### src/rtl/rmii_rx_pkg.sv
package rmii_rx_pkg;

    typedef logic [1:0] dibit_t;

    localparam dibit_t DIBIT_QUIET = 2'b00;
    localparam dibit_t DIBIT_FAULT = 2'b10;

    typedef enum logic [1:0] {
        ST_IDLE = 2'd0,
        ST_RUN  = 2'd1,
        ST_ERR  = 2'd2
    } rx_state_e;

    // command from the sequencer to the byte holder
    typedef struct packed {
        logic load;
        logic adv;
        logic clear;
    } shift_cmd_t;

    // registered line state toward the MAC
    typedef struct packed {
        dibit_t data;
        logic   dv;
    } line_t;

    localparam line_t LINE_OFF = '{data: DIBIT_QUIET, dv: 1'b0};

    function automatic int pacer_width(input int div);
        return (div < 2) ? 1 : $clog2(div);
    endfunction

endpackage

### src/rtl/rmii_rx_pacer.sv
module rmii_rx_pacer
    import rmii_rx_pkg::*;
#(
    parameter int SLOW_DIV = 10
) (
    input  logic clk,
    input  logic rst,
    input  logic run,
    input  logic slow,
    output logic tick
);

    localparam int CNT_W = pacer_width(SLOW_DIV);
    localparam logic [CNT_W-1:0] SLOW_LAST = CNT_W'(SLOW_DIV - 1);

    logic [CNT_W-1:0] cnt_q;
    logic [CNT_W-1:0] limit;

    assign limit = slow ? SLOW_LAST : '0;
    assign tick  = run && (cnt_q == limit);

    always_ff @(posedge clk) begin
        if (rst || !run) begin
            cnt_q <= '0;
        end else if (tick) begin
            cnt_q <= '0;
        end else begin
            cnt_q <= cnt_q + 1'b1;
        end
    end

    AST_SLOT_BOUND: assert property (@(posedge clk) disable iff (rst)
        run |-> (cnt_q <= SLOW_LAST)) else $error("slot counter overran");

endmodule

### src/rtl/rmii_rx_shifter.sv
module rmii_rx_shifter
    import rmii_rx_pkg::*;
#(
    parameter int BYTE_W = 8
) (
    input  logic              clk,
    input  logic              rst,
    input  shift_cmd_t        cmd,
    input  logic [BYTE_W-1:0] din,
    output logic              full,
    output logic              last,
    output dibit_t            next_dibit
);

    localparam int PAIRS = BYTE_W / 2;
    localparam int PH_W  = (PAIRS < 2) ? 1 : $clog2(PAIRS);
    localparam logic [PH_W-1:0] PH_LAST = PH_W'(PAIRS - 1);

    logic [BYTE_W-1:0] byte_q;
    logic [PH_W-1:0]   phase_q;
    logic              full_q;
    logic [PH_W-1:0]   phase_nx;

    assign phase_nx   = phase_q + 1'b1;
    assign next_dibit = byte_q[{phase_nx, 1'b0} +: 2];
    assign full       = full_q;
    assign last       = full_q && (phase_q == PH_LAST);

    always_ff @(posedge clk) begin
        if (rst) begin
            byte_q  <= '0;
            phase_q <= '0;
            full_q  <= 1'b0;
        end else if (cmd.load) begin
            byte_q  <= din;
            phase_q <= '0;
            full_q  <= 1'b1;
        end else if (cmd.adv) begin
            phase_q <= phase_nx;
        end else if (cmd.clear) begin
            phase_q <= '0;
            full_q  <= 1'b0;
        end
    end

    AST_ADV_INSIDE_BYTE: assert property (@(posedge clk) disable iff (rst)
        cmd.adv |-> (full_q && !last)) else $error("advance past byte end");

endmodule

### src/rtl/rmii_rx_ctrl.sv
module rmii_rx_ctrl
    import rmii_rx_pkg::*;
(
    input  logic       clk,
    input  logic       rst,
    input  logic       carrier_in,
    input  logic       error_in,
    input  logic       fifo_empty,
    input  dibit_t     fifo_dibit0,
    input  logic       tick,
    input  logic       sh_full,
    input  logic       sh_last,
    input  dibit_t     sh_next,
    output shift_cmd_t cmd,
    output logic       pop,
    output logic       running,
    output dibit_t     rxd,
    output logic       crs_dv
);

    rx_state_e state_q, state_nx;
    line_t     line_q, line_nx;
    logic      gone_q, gone_nx;
    logic      gone_now;
    logic      need_byte;

    assign gone_now  = gone_q || !carrier_in;
    assign need_byte = !sh_full || sh_last;

    always_comb begin
        state_nx = state_q;
        line_nx  = line_q;
        gone_nx  = gone_q;
        cmd      = '0;
        pop      = 1'b0;
        unique case (state_q)
            ST_IDLE: begin
                line_nx   = LINE_OFF;
                gone_nx   = 1'b0;
                cmd.clear = 1'b1;
                if (carrier_in) begin
                    state_nx   = ST_RUN;
                    line_nx.dv = 1'b1;
                end
            end
            ST_RUN: begin
                gone_nx = gone_now;
                if (error_in) begin
                    state_nx  = ST_ERR;
                    line_nx   = '{data: DIBIT_FAULT, dv: 1'b1};
                    cmd.clear = 1'b1;
                end else if (tick) begin
                    if (!need_byte) begin
                        cmd.adv = 1'b1;
                        line_nx = '{data: sh_next, dv: 1'b1};
                    end else if (!fifo_empty) begin
                        pop      = 1'b1;
                        cmd.load = 1'b1;
                        line_nx  = '{data: fifo_dibit0, dv: !gone_now};
                    end else begin
                        cmd.clear = 1'b1;
                        if (gone_now) begin
                            state_nx = ST_IDLE;
                            line_nx  = LINE_OFF;
                            gone_nx  = 1'b0;
                        end else begin
                            line_nx = '{data: DIBIT_QUIET, dv: 1'b1};
                        end
                    end
                end
            end
            ST_ERR: begin
                gone_nx   = gone_now;
                pop       = !fifo_empty;
                cmd.clear = 1'b1;
                line_nx   = '{data: DIBIT_FAULT, dv: 1'b1};
                if (tick && gone_now && fifo_empty) begin
                    state_nx = ST_IDLE;
                    line_nx  = LINE_OFF;
                    gone_nx  = 1'b0;
                end
            end
            default: begin
                state_nx = ST_IDLE;
                line_nx  = LINE_OFF;
            end
        endcase
    end

    always_ff @(posedge clk) begin
        if (rst) begin
            state_q <= ST_IDLE;
            line_q  <= LINE_OFF;
            gone_q  <= 1'b0;
        end else begin
            state_q <= state_nx;
            line_q  <= line_nx;
            gone_q  <= gone_nx;
        end
    end

    assign running = (state_q != ST_IDLE);
    assign rxd     = line_q.data;
    assign crs_dv  = line_q.dv;

    AST_RESET_QUIET: assert property (@(posedge clk)
        rst |=> (rxd == DIBIT_QUIET && !crs_dv)) else $error("reset left line active");

    AST_CARRIER_RISE: assert property (@(posedge clk) disable iff (rst)
        (state_q == ST_IDLE && carrier_in) |=> (crs_dv && rxd == DIBIT_QUIET)) else $error("valid did not rise");

    AST_POP_NONEMPTY: assert property (@(posedge clk) disable iff (rst)
        pop |-> !fifo_empty) else $error("pop from empty fifo");

    AST_SLOT_HOLD: assert property (@(posedge clk) disable iff (rst)
        (state_q == ST_RUN && !tick && !error_in) |=> $stable(rxd)) else $error("pair changed mid slot");

    AST_FAULT_CODE: assert property (@(posedge clk) disable iff (rst)
        (state_q == ST_RUN && error_in) |=> (rxd == DIBIT_FAULT && crs_dv)) else $error("fault code missing");

    AST_IDLE_DEAF: assert property (@(posedge clk) disable iff (rst)
        (state_q == ST_IDLE && !carrier_in) |=> (!crs_dv && rxd == DIBIT_QUIET)) else $error("idle line disturbed");

endmodule

### src/rtl/rmii_rx_dibit_tx.sv
module rmii_rx_dibit_tx
    import rmii_rx_pkg::*;
#(
    parameter int BYTE_W   = 8,
    parameter int SLOW_DIV = 10
) (
    input  logic              clk,
    input  logic              rst,
    input  logic              speed_10m,
    input  logic              carrier_in,
    input  logic              error_in,
    input  logic [BYTE_W-1:0] fifo_data,
    input  logic              fifo_empty,
    output logic              fifo_rd,
    output logic [1:0]        rxd,
    output logic              crs_dv
);

    logic       tick;
    logic       running;
    shift_cmd_t cmd;
    logic       sh_full;
    logic       sh_last;
    dibit_t     sh_next;

    rmii_rx_pacer #(.SLOW_DIV(SLOW_DIV)) u_pacer (
        .clk  (clk),
        .rst  (rst),
        .run  (running),
        .slow (speed_10m),
        .tick (tick)
    );

    rmii_rx_shifter #(.BYTE_W(BYTE_W)) u_shifter (
        .clk        (clk),
        .rst        (rst),
        .cmd        (cmd),
        .din        (fifo_data),
        .full       (sh_full),
        .last       (sh_last),
        .next_dibit (sh_next)
    );

    rmii_rx_ctrl u_ctrl (
        .clk         (clk),
        .rst         (rst),
        .carrier_in  (carrier_in),
        .error_in    (error_in),
        .fifo_empty  (fifo_empty),
        .fifo_dibit0 (fifo_data[1:0]),
        .tick        (tick),
        .sh_full     (sh_full),
        .sh_last     (sh_last),
        .sh_next     (sh_next),
        .cmd         (cmd),
        .pop         (fifo_rd),
        .running     (running),
        .rxd         (rxd),
        .crs_dv      (crs_dv)
    );

endmodule

### config.mk
export PLATFORM = sky130hd
export DESIGN_NAME = rmii_rx_dibit_tx
export DESIGN_NICKNAME = d
export VERILOG_FILES = /design/src/rtl/rmii_rx_pkg.sv /design/src/rtl/rmii_rx_pacer.sv /design/src/rtl/rmii_rx_shifter.sv /design/src/rtl/rmii_rx_ctrl.sv /design/src/rtl/rmii_rx_dibit_tx.sv
export SDC_FILE = /design/constraint.sdc
export NUM_CORES = 1
export LEC_CHECK = 0
export BUFFER_PORTS_ARGS = -buffer_cell sky130_fd_sc_hd__buf_4
export CAP_MARGIN = 20
export CORE_UTILIZATION = 59
export DETAILED_ROUTE_END_ITERATION = 6
export PLACE_DENSITY = 0.82
export SYNTH_ARGS = -nofsm -noshare
export SYNTH_HDL_FRONTEND = slang
export SYNTH_HIERARCHICAL = 1
export SYNTH_SLANG_ARGS = --single-unit
### constraint.sdc
create_clock -name clk -period 7.2 [get_ports clk]
set_input_delay 0 -clock clk [delete_from_list [all_inputs] [get_ports clk]]
set_output_delay 0 -clock clk [all_outputs]
set_load 0.05 [all_outputs]
==> impl_metrics.csv, run 1 <==
group,metric,value,unit
run_status,status,"completed",
yosys,synth_area,1170,µm²
detailed_routing,drt_iter0_markers,41,
detailed_routing,num_vias,1006,
die,io_pins,18,
final_layout,layout.nets,167,
yosys,yosysMostFrequentCell,"dfxtp_1",
die,initial_utilization,65.2,%
worst_setup_path,startpoint_type,"register",
cts,cts-resized-gates,0,
die,die_h,46.6,µm
sta,rsz0062_at_grt,"no",
sta,holdWs,0.0228,ns
place,dp_hpwl,1.77,mm
power_and_ir_drop,power,0.228,mW
worst_setup_path,slowest_stage,"a2111oi_4",
sta,fin_tns_setup,0,ns
yosys,yosysSeqAreaShare,35.8,%
global_route,grt_max_degree,24,
power_and_ir_drop,p_leak,0.543,nW
power_and_ir_drop,ir_drop,0.000134,V
cts,cts_root_buf,"clkbuf_4",
cts,cts-hold-fix-buffers,9,
yosys,synthTopCellsByArea,"dfxtp_1 36%, mux2i_1 7.7%, ha_1 6.4%, nor2_1 4.8%, mux4_2 3.8%",
global_route,antenna_found_initial,0,
detailed_routing,ant_nets,0,
worst_setup_path,required,7.40,ns
cts,cts_buffers,3,
detailed_routing,drc,0,
worst_setup_path,end_kind,"register",
final_layout,num-fill-cells,119,
yosys,ys_async_sr_fraction,0,%
final_layout,design_area,1450,µm²
yosys,syn-num-nets,138,
detailed_routing,drt-wirelength-per-cell,15.4,µm
final_layout,antenna_cells,0,
yosys,yosys.area.top_type_share,35.8,%
yosys,ys_top_cells_by_count,"21 x dfxtp_1, 15 x nor2_1, 9 x mux2i_1, 8 x a21oi_1, 6 x ha_1",
sta,fin_crit_sh,37.1,%
sta,relSlewSlack,50.6,%
global_route,grt_pass1_vias,904,
worst_setup_path,crit_fanout,10,
sta,drv_slew,0,
run,drv_cap,0,
place,place_congestion,0.775,
cts,clkSinkCount,21,
detailed_routing,dr.pass1.iters,4,
detailed_routing,viasPerCell,5.88,
sta,fmax,375,MHz
final_layout,area_delta_synth_final,23.0,%
die,placementRows,15,
worst_setup_path,crit_top_cell,"inv_1",
yosys,yosys_most_used_dff,"dfxtp_1",
cts,h-tree-depth,1,
die,coreArea,1800,µm²
hold_path,min_path_type,"input port to register",
die,die_area,2170,µm²
worst_setup_path,slowest_delay,0.60,ns
power_and_ir_drop,p_per_area,158,nW/µm²
sta,hold_viol_final,0,
cts,cts_tree,"yes",
sta,worst_pin_slew,0.741,ns
yosys,ys_types,44,
global_route,grt_pass1_wl,3.88,mm
place,placed_cell_area,1330,µm²
yosys,yosysTopAreaCell,"dfxtp_1",
yosys,postSynthAreaPerCell,9.96,µm²
die,dieWidth,46.6,µm
global_route,overflow,0,
cts,post_cts_buffers,0,
place,io_buffers,17,
final_layout,drive_above_1_share,27.4,%
detailed_routing,drt_wl_total,2.63,mm
sta,setup_viol,0,
cts,path_clk_slew,0.12,ns
worst_setup_path,worstPathArrival,2.87,ns
global_route,gr-usage-all-layers,25.6,%
cts,clk_latency,0.30,ns
sta,period_minus_slack,2.67,ns
worst_setup_path,worstPathCellList,"inv_1 > ha_1 > inv_1 > inv_1 > a2111oi_4 > nand2_4 > nor2_1 > o21ai_0 > a21oi_1 > nor3b_1 > a21oi_1 > nor3_1",
cts,clockBufferDepth,2,
yosys,synth_edf_count,0,
yosys,yosysWarnings,6,
yosys,synthCells,118,
yosys,synth.ff_latch_count,21,
worst_setup_path,worstSetupPathType,"register to register",
sta,skew,0.00760,ns
==> layout by cell type (no fill, tap or decap), types with 2 or more instances in the layout <==
cell type / instances
nor3b_1: 3
a31o_2: 2
nor4_1: 3
a21oi_1: 8
dfxtp_1: 21
mux4_2: 2
nor3_1: 2
nand4_1: 2
nor2_1: 15
nor3b_2: 2
buf_4: 18
dlygate4sd3_1: 9
nand3_1: 2
nor4b_1: 2
inv_1: 5
ha_1: 6
mux2i_1: 9
clkbuf_4: 3
o21ai_0: 3
nand2b_1: 2
nor2b_4: 2
==> flip-flops by register name (all words and copies together) (netlist names) <==
register,flops
u_ctrl/gone_q,1
u_pacer/cnt_q,4
u_ctrl/crs_dv,1
u_ctrl/rxd,2
u_shifter/phase_q,2
u_ctrl/state_q,2
u_shifter/full,1
u_shifter/byte_q,8
==> path summary, 6_finish.rpt <==
kind                      from                    to  slack [ns]  cells after the start
max reg2reg  u_ctrl/state_q[0]  u_shifter/phase_q[1]        4.53                     12
min reg2reg      u_ctrl/crs_dv         u_ctrl/crs_dv        0.51                      2
min                   error_in     u_ctrl/state_q[1]        0.02                      3
max          u_ctrl/state_q[0]  u_shifter/phase_q[1]        4.53                     12
==> worst max-delay path: cells and delay by family (launching register included) <==
kind / cells / cell delay (ns)
AOI/OAI and AO/OA: 4 / 1.16
DFF: 1 / 0.38
buffers and inverters: 3 / 0.27
and+or+nand+nor: 4 / 0.48
adders and majority gates: 1 / 0.27
==> cell families (layout without fill, tap and decap cells) <==
| family | after synthesis | count (layout) | synth area share [%] |
|---|---|---|---|
| compound gates | 25 | 25 | 17.1 |
| simple gates | 44 | 44 | 23.9 |
| flops | 21 | 21 | 35.8 |
| mux | 11 | 11 | 11.5 |
| xor+xnor | 2 | 2 | 1.49 |
| fa+ha+maj | 6 | 6 | 6.39 |
| buf+inv | 9 | 37 | 3.83 |
==> layout make-up <==
class	instances	area, µm²	area share [%]
multi-input combinational	88	716	49.5
sequential	21	420	29.1
timing repair buffer	27	225	15.6
tap	25	31.3	2.16
clock buffer	3	22.5	1.56
inverter	6	22.5	1.56
clock inverter	1	7.51	0.519
==> power breakdown <==
| group | switching (mW) | internal (mW) |
|---|---|---|
| Combinational | 0.0274 | 0.0217 |
| Sequential | 0.00230 | 0.119 |
| Clock | 0.0366 | 0.0211 |
| Total | 0.0663 | 0.162 |
==> routing by layer <==
metal | vias up | wire (µm) | global-route usage, %
li1 | 499 | - | -
met1 | 464 | 1130 | 32.5
met2 | 37 | 1290 | 42.2
met3 | 6 | 144 | 3.53
met4 | 0 | 58 | 12.6
met5 | - | 0 | 0
==> stage by stage <==
step / worst slack [ns] / std cells / util (%)
floorplan: 4.42 / 118 / -
global placement: 4.78 / 158 / 73.5
detailed placement: 4.64 / 158 / 73.5
CTS: 4.60 / 171 / 80.2
global route: 4.35 / 171 / 80.2
finish: 4.53 / 171 / 80.2
(Power assumes the default switching activity.)
==> run 2: changes to the inputs <==
--- a/config.mk
+++ b/config.mk
@@ -5,11 +5,12 @@
 export SDC_FILE = /design/constraint.sdc
 export NUM_CORES = 1
 export LEC_CHECK = 0
+export ABC_AREA = 1
 export BUFFER_PORTS_ARGS = -buffer_cell sky130_fd_sc_hd__buf_4
 export CAP_MARGIN = 20
-export CORE_UTILIZATION = 59
+export CORE_UTILIZATION = 50
 export DETAILED_ROUTE_END_ITERATION = 6
-export PLACE_DENSITY = 0.82
+export PLACE_DENSITY = 0.74
 export SYNTH_ARGS = -nofsm -noshare
 export SYNTH_HDL_FRONTEND = slang
 export SYNTH_HIERARCHICAL = 1
==> constraint.sdc (replaced) <==
create_clock -name clk -period 2.3 [get_ports clk]
set_input_delay 0 -clock clk [delete_from_list [all_inputs] [get_ports clk]]
set_output_delay 0 -clock clk [all_outputs]
set_load 0.05 [all_outputs]
==> run 2 against run 1 <==
  * Critical path depth down 2
  * Total power rose to 5.3 times the previous value
  * Worst setup slack lost 4.3 ns
  * Non-clock buffer count did not move
  * Wire length decreased by 3.0%
  * Final cell count is 42% higher
  * Largest cell class unchanged
  * Highest routed layer unchanged
  * First-iteration DRC count decreased by 24%
  * Sequential power rose to 3.7 times the previous value
  * Core utilization decreased by 14 points
==> impl_metrics.csv, run 2 <==
group,metric,value,unit
cts,h-tree-depth,1,
power_and_ir_drop,ir_drop,0.000590,V
cts,cts-resized-gates,0,
power_and_ir_drop,p_leak,0.726,nW
detailed_routing,ant_nets,0,
cts,post_cts_buffers,0,
yosys,yosysWarnings,6,
worst_setup_path,slowest_stage,"dfxtp_1",
final_layout,layout_common_cells,"44 x nand2_1, 32 x nor2_1, 30 x inv_1",
detailed_routing,drt_iter0_markers,31,
hold_path,min_path_type,"input port to register",
die,initial_utilization,53.5,%
cts,clkSinkCount,21,
worst_setup_path,worstSetupPathType,"register to output port",
cts,clockBufferDepth,2,
yosys,postSynthAreaPerCell,6.49,µm²
power_and_ir_drop,p_per_area,808,nW/µm²
final_layout,layout_commonest_cell,"nand2_1",
sta,fmax,487,MHz
detailed_routing,drt-wirelength-per-cell,10.5,µm
global_route,overflow,0,
global_route,gr-usage-all-layers,23.1,%
yosys,ys_types,20,
die,die_area,2590,µm²
cts,clk_latency,0.31,ns
yosys,yosysMostFrequentCell,"nand2_1",
sta,hold_viol_final,0,
place,place_congestion,0.851,
sta,fin_tns_setup,0,ns
final_layout,largest_reg_flops,8,
run_status,status,"completed",
yosys,synth_edf_count,0,
hold_path,min_to,"u_ctrl/gone_q",
place,io_buffers,17,
worst_setup_path,worstPathArrival,2.05,ns
place,placed_cell_area,1360,µm²
final_layout,num-fill-cells,217,
yosys,yosysTopAreaCell,"dfxtp_1",
cts,cts_buffers,3,
die,dieWidth,50.9,µm
worst_setup_path,startpoint_type,"register",
cts,path_clk_slew,0.11,ns
sta,worst_pin_slew,0.289,ns
worst_setup_path,worstReg2RegEnd,"u_shifter/byte_q[5]",
global_route,grt_max_degree,13,
worst_setup_path,rr_worst_depth,12,
global_route,grt_pass1_vias,1082,
global_route,grt_pass1_wl,4.43,mm
yosys,yosys_most_used_dff,"dfxtp_1",
sta,fin_crit_sh,89.2,%
yosys,synthCells,184,
cts,cts-hold-fix-buffers,10,
worst_setup_path,end_kind,"output port",
worst_setup_path,r2r_slack,0.29,ns
die,io_pins,18,
worst_setup_path,worstPathCellList,"inv_1 > ha_1 > inv_1 > inv_1 > nor3_1 > nand2_1 > inv_1 > nand4_1 > a21oi_1 > buf_4",
worst_setup_path,crit_fanout,5,
yosys,yosysSeqAreaShare,35.2,%
cts,cts_tree,"yes",
sta,setup_viol,0,
detailed_routing,drc,0,
yosys,ys_async_sr_fraction,0,%
global_route,antenna_found_initial,0,
die,coreArea,2230,µm²
sta,relSlewSlack,80.7,%
yosys,syn-num-nets,204,
yosys,ys_top_cells_by_count,"44 x nand2_1, 32 x nor2_1, 30 x inv_1, 21 x dfxtp_1, 14 x nand3_1",
final_layout,layout.nets,236,
final_layout,registers.top_by_ff_count,"u_shifter/byte_q",
hold_path,worstHoldStart,"error_in",
worst_setup_path,slowest_delay,0.38,ns
sta,drv_slew,0,
worst_setup_path,required,2.30,ns
final_layout,reg_top3,"u_shifter/byte_q: 8 flops, u_pacer/cnt_q: 4 flops",
detailed_routing,drt_wl_total,2.55,mm
worst_setup_path,reg2reg_from,"u_ctrl/state_q[0]",
yosys,synth.ff_latch_count,21,
sta,period_minus_slack,2.05,ns
final_layout,antenna_cells,0,
worst_setup_path,crit_top_cell,"inv_1",
sta,rsz0062_at_grt,"no",
place,dp_hpwl,1.92,mm
detailed_routing,num_vias,1199,
die,placementRows,17,
final_layout,register_area,420,µm²
final_layout,area_delta_synth_final,24.3,%
yosys,synth_area,1190,µm²
cts,cts_root_buf,"clkbuf_4",
yosys,yosys.area.top_type_share,35.2,%
yosys,synthTopCellsByArea,"dfxtp_1 35%, nand2_1 14%, nor2_1 10%, inv_1 9.4%, ha_1 6.3%",
sta,holdWs,0.111,ns
final_layout,drive_above_1_share,15.8,%
sta,skew,0.00546,ns
final_layout,design_area,1490,µm²
detailed_routing,dr.pass1.iters,5,
hold_path,whs_path_depth,5,
final_layout,multiInputGateArea,651,µm²
detailed_routing,viasPerCell,4.93,
run,drv_cap,0,
die,die_h,50.9,µm
[run 2: worst max-delay path: cells and delay by family, from the launching register on]
kind                       cells  cell delay, ns
AOI/OAI and AO/OA              1            0.18
DFF                            1            0.38
adders and majority gates      1            0.24
and+or+nand+nor                3            0.37
buffers and inverters          5            0.58
[run 2: layout make-up]
type	instances	share of cell area, %
timing repair buffer	27	15.3
sequential	21	28.3
clock buffer	3	1.52
clock inverter	1	0.337
multi-input combinational	130	43.8
inverter	33	8.34
tap	28	2.36
[run 2: kinds of logic after synthesis]
group / Yosys count / share of synthesized area, %
compound gates: 22 / 11.1
simple gates: 100 / 35.6
buf+inv: 33 / 10.4
fa+ha+maj: 6 / 6.28
flops: 21 / 35.2
xor+xnor: 2 / 1.47
[run 2: power by group]
group	internal [mW]	leakage [nW]	switching (mW)
registers	0.416	0.170	0.0364
logic	0.202	0.538	0.370
clock network	0.0650	0.0177	0.111
total	0.683	0.726	0.517
[run 2: per-layer routing]
metal	GRT usage, %	vias up	share of wire (%)
met5	0	-	0
met1	28.1	541	49
met3	4.46	4	3.3
li1	-	630	-
met2	39.8	24	46
met4	9.72	0	1.8
[run 2: worst max path at each step]
stage	from	end	slack, ns	depth (start not counted)
after floorplan	u_ctrl/state_q[0]	fifo_rd	0.34	9
after global placement	u_ctrl/state_q[0]	u_shifter/byte_q[0]	0.37	12
after detailed placement	u_ctrl/state_q[0]	u_shifter/byte_q[5]	0.31	12
after CTS	u_ctrl/state_q[0]	fifo_rd	0.24	10
after global routing	u_ctrl/state_q[1]	u_shifter/byte_q[5]	0.06	12
final	u_ctrl/state_q[0]	fifo_rd	0.25	10
[run 2: through the flow]
step	setup WS [ns]	cells	utilization (%)	total power, mW
finish	0.248	243	66.5	1.20
global route	0.0609	243	66.5	1.30
CTS	0.241	243	66.5	1.20
detailed placement	0.311	229	60.8	1.01
global placement	0.370	229	60.8	1.00
floorplan	0.339	184	-	0.880
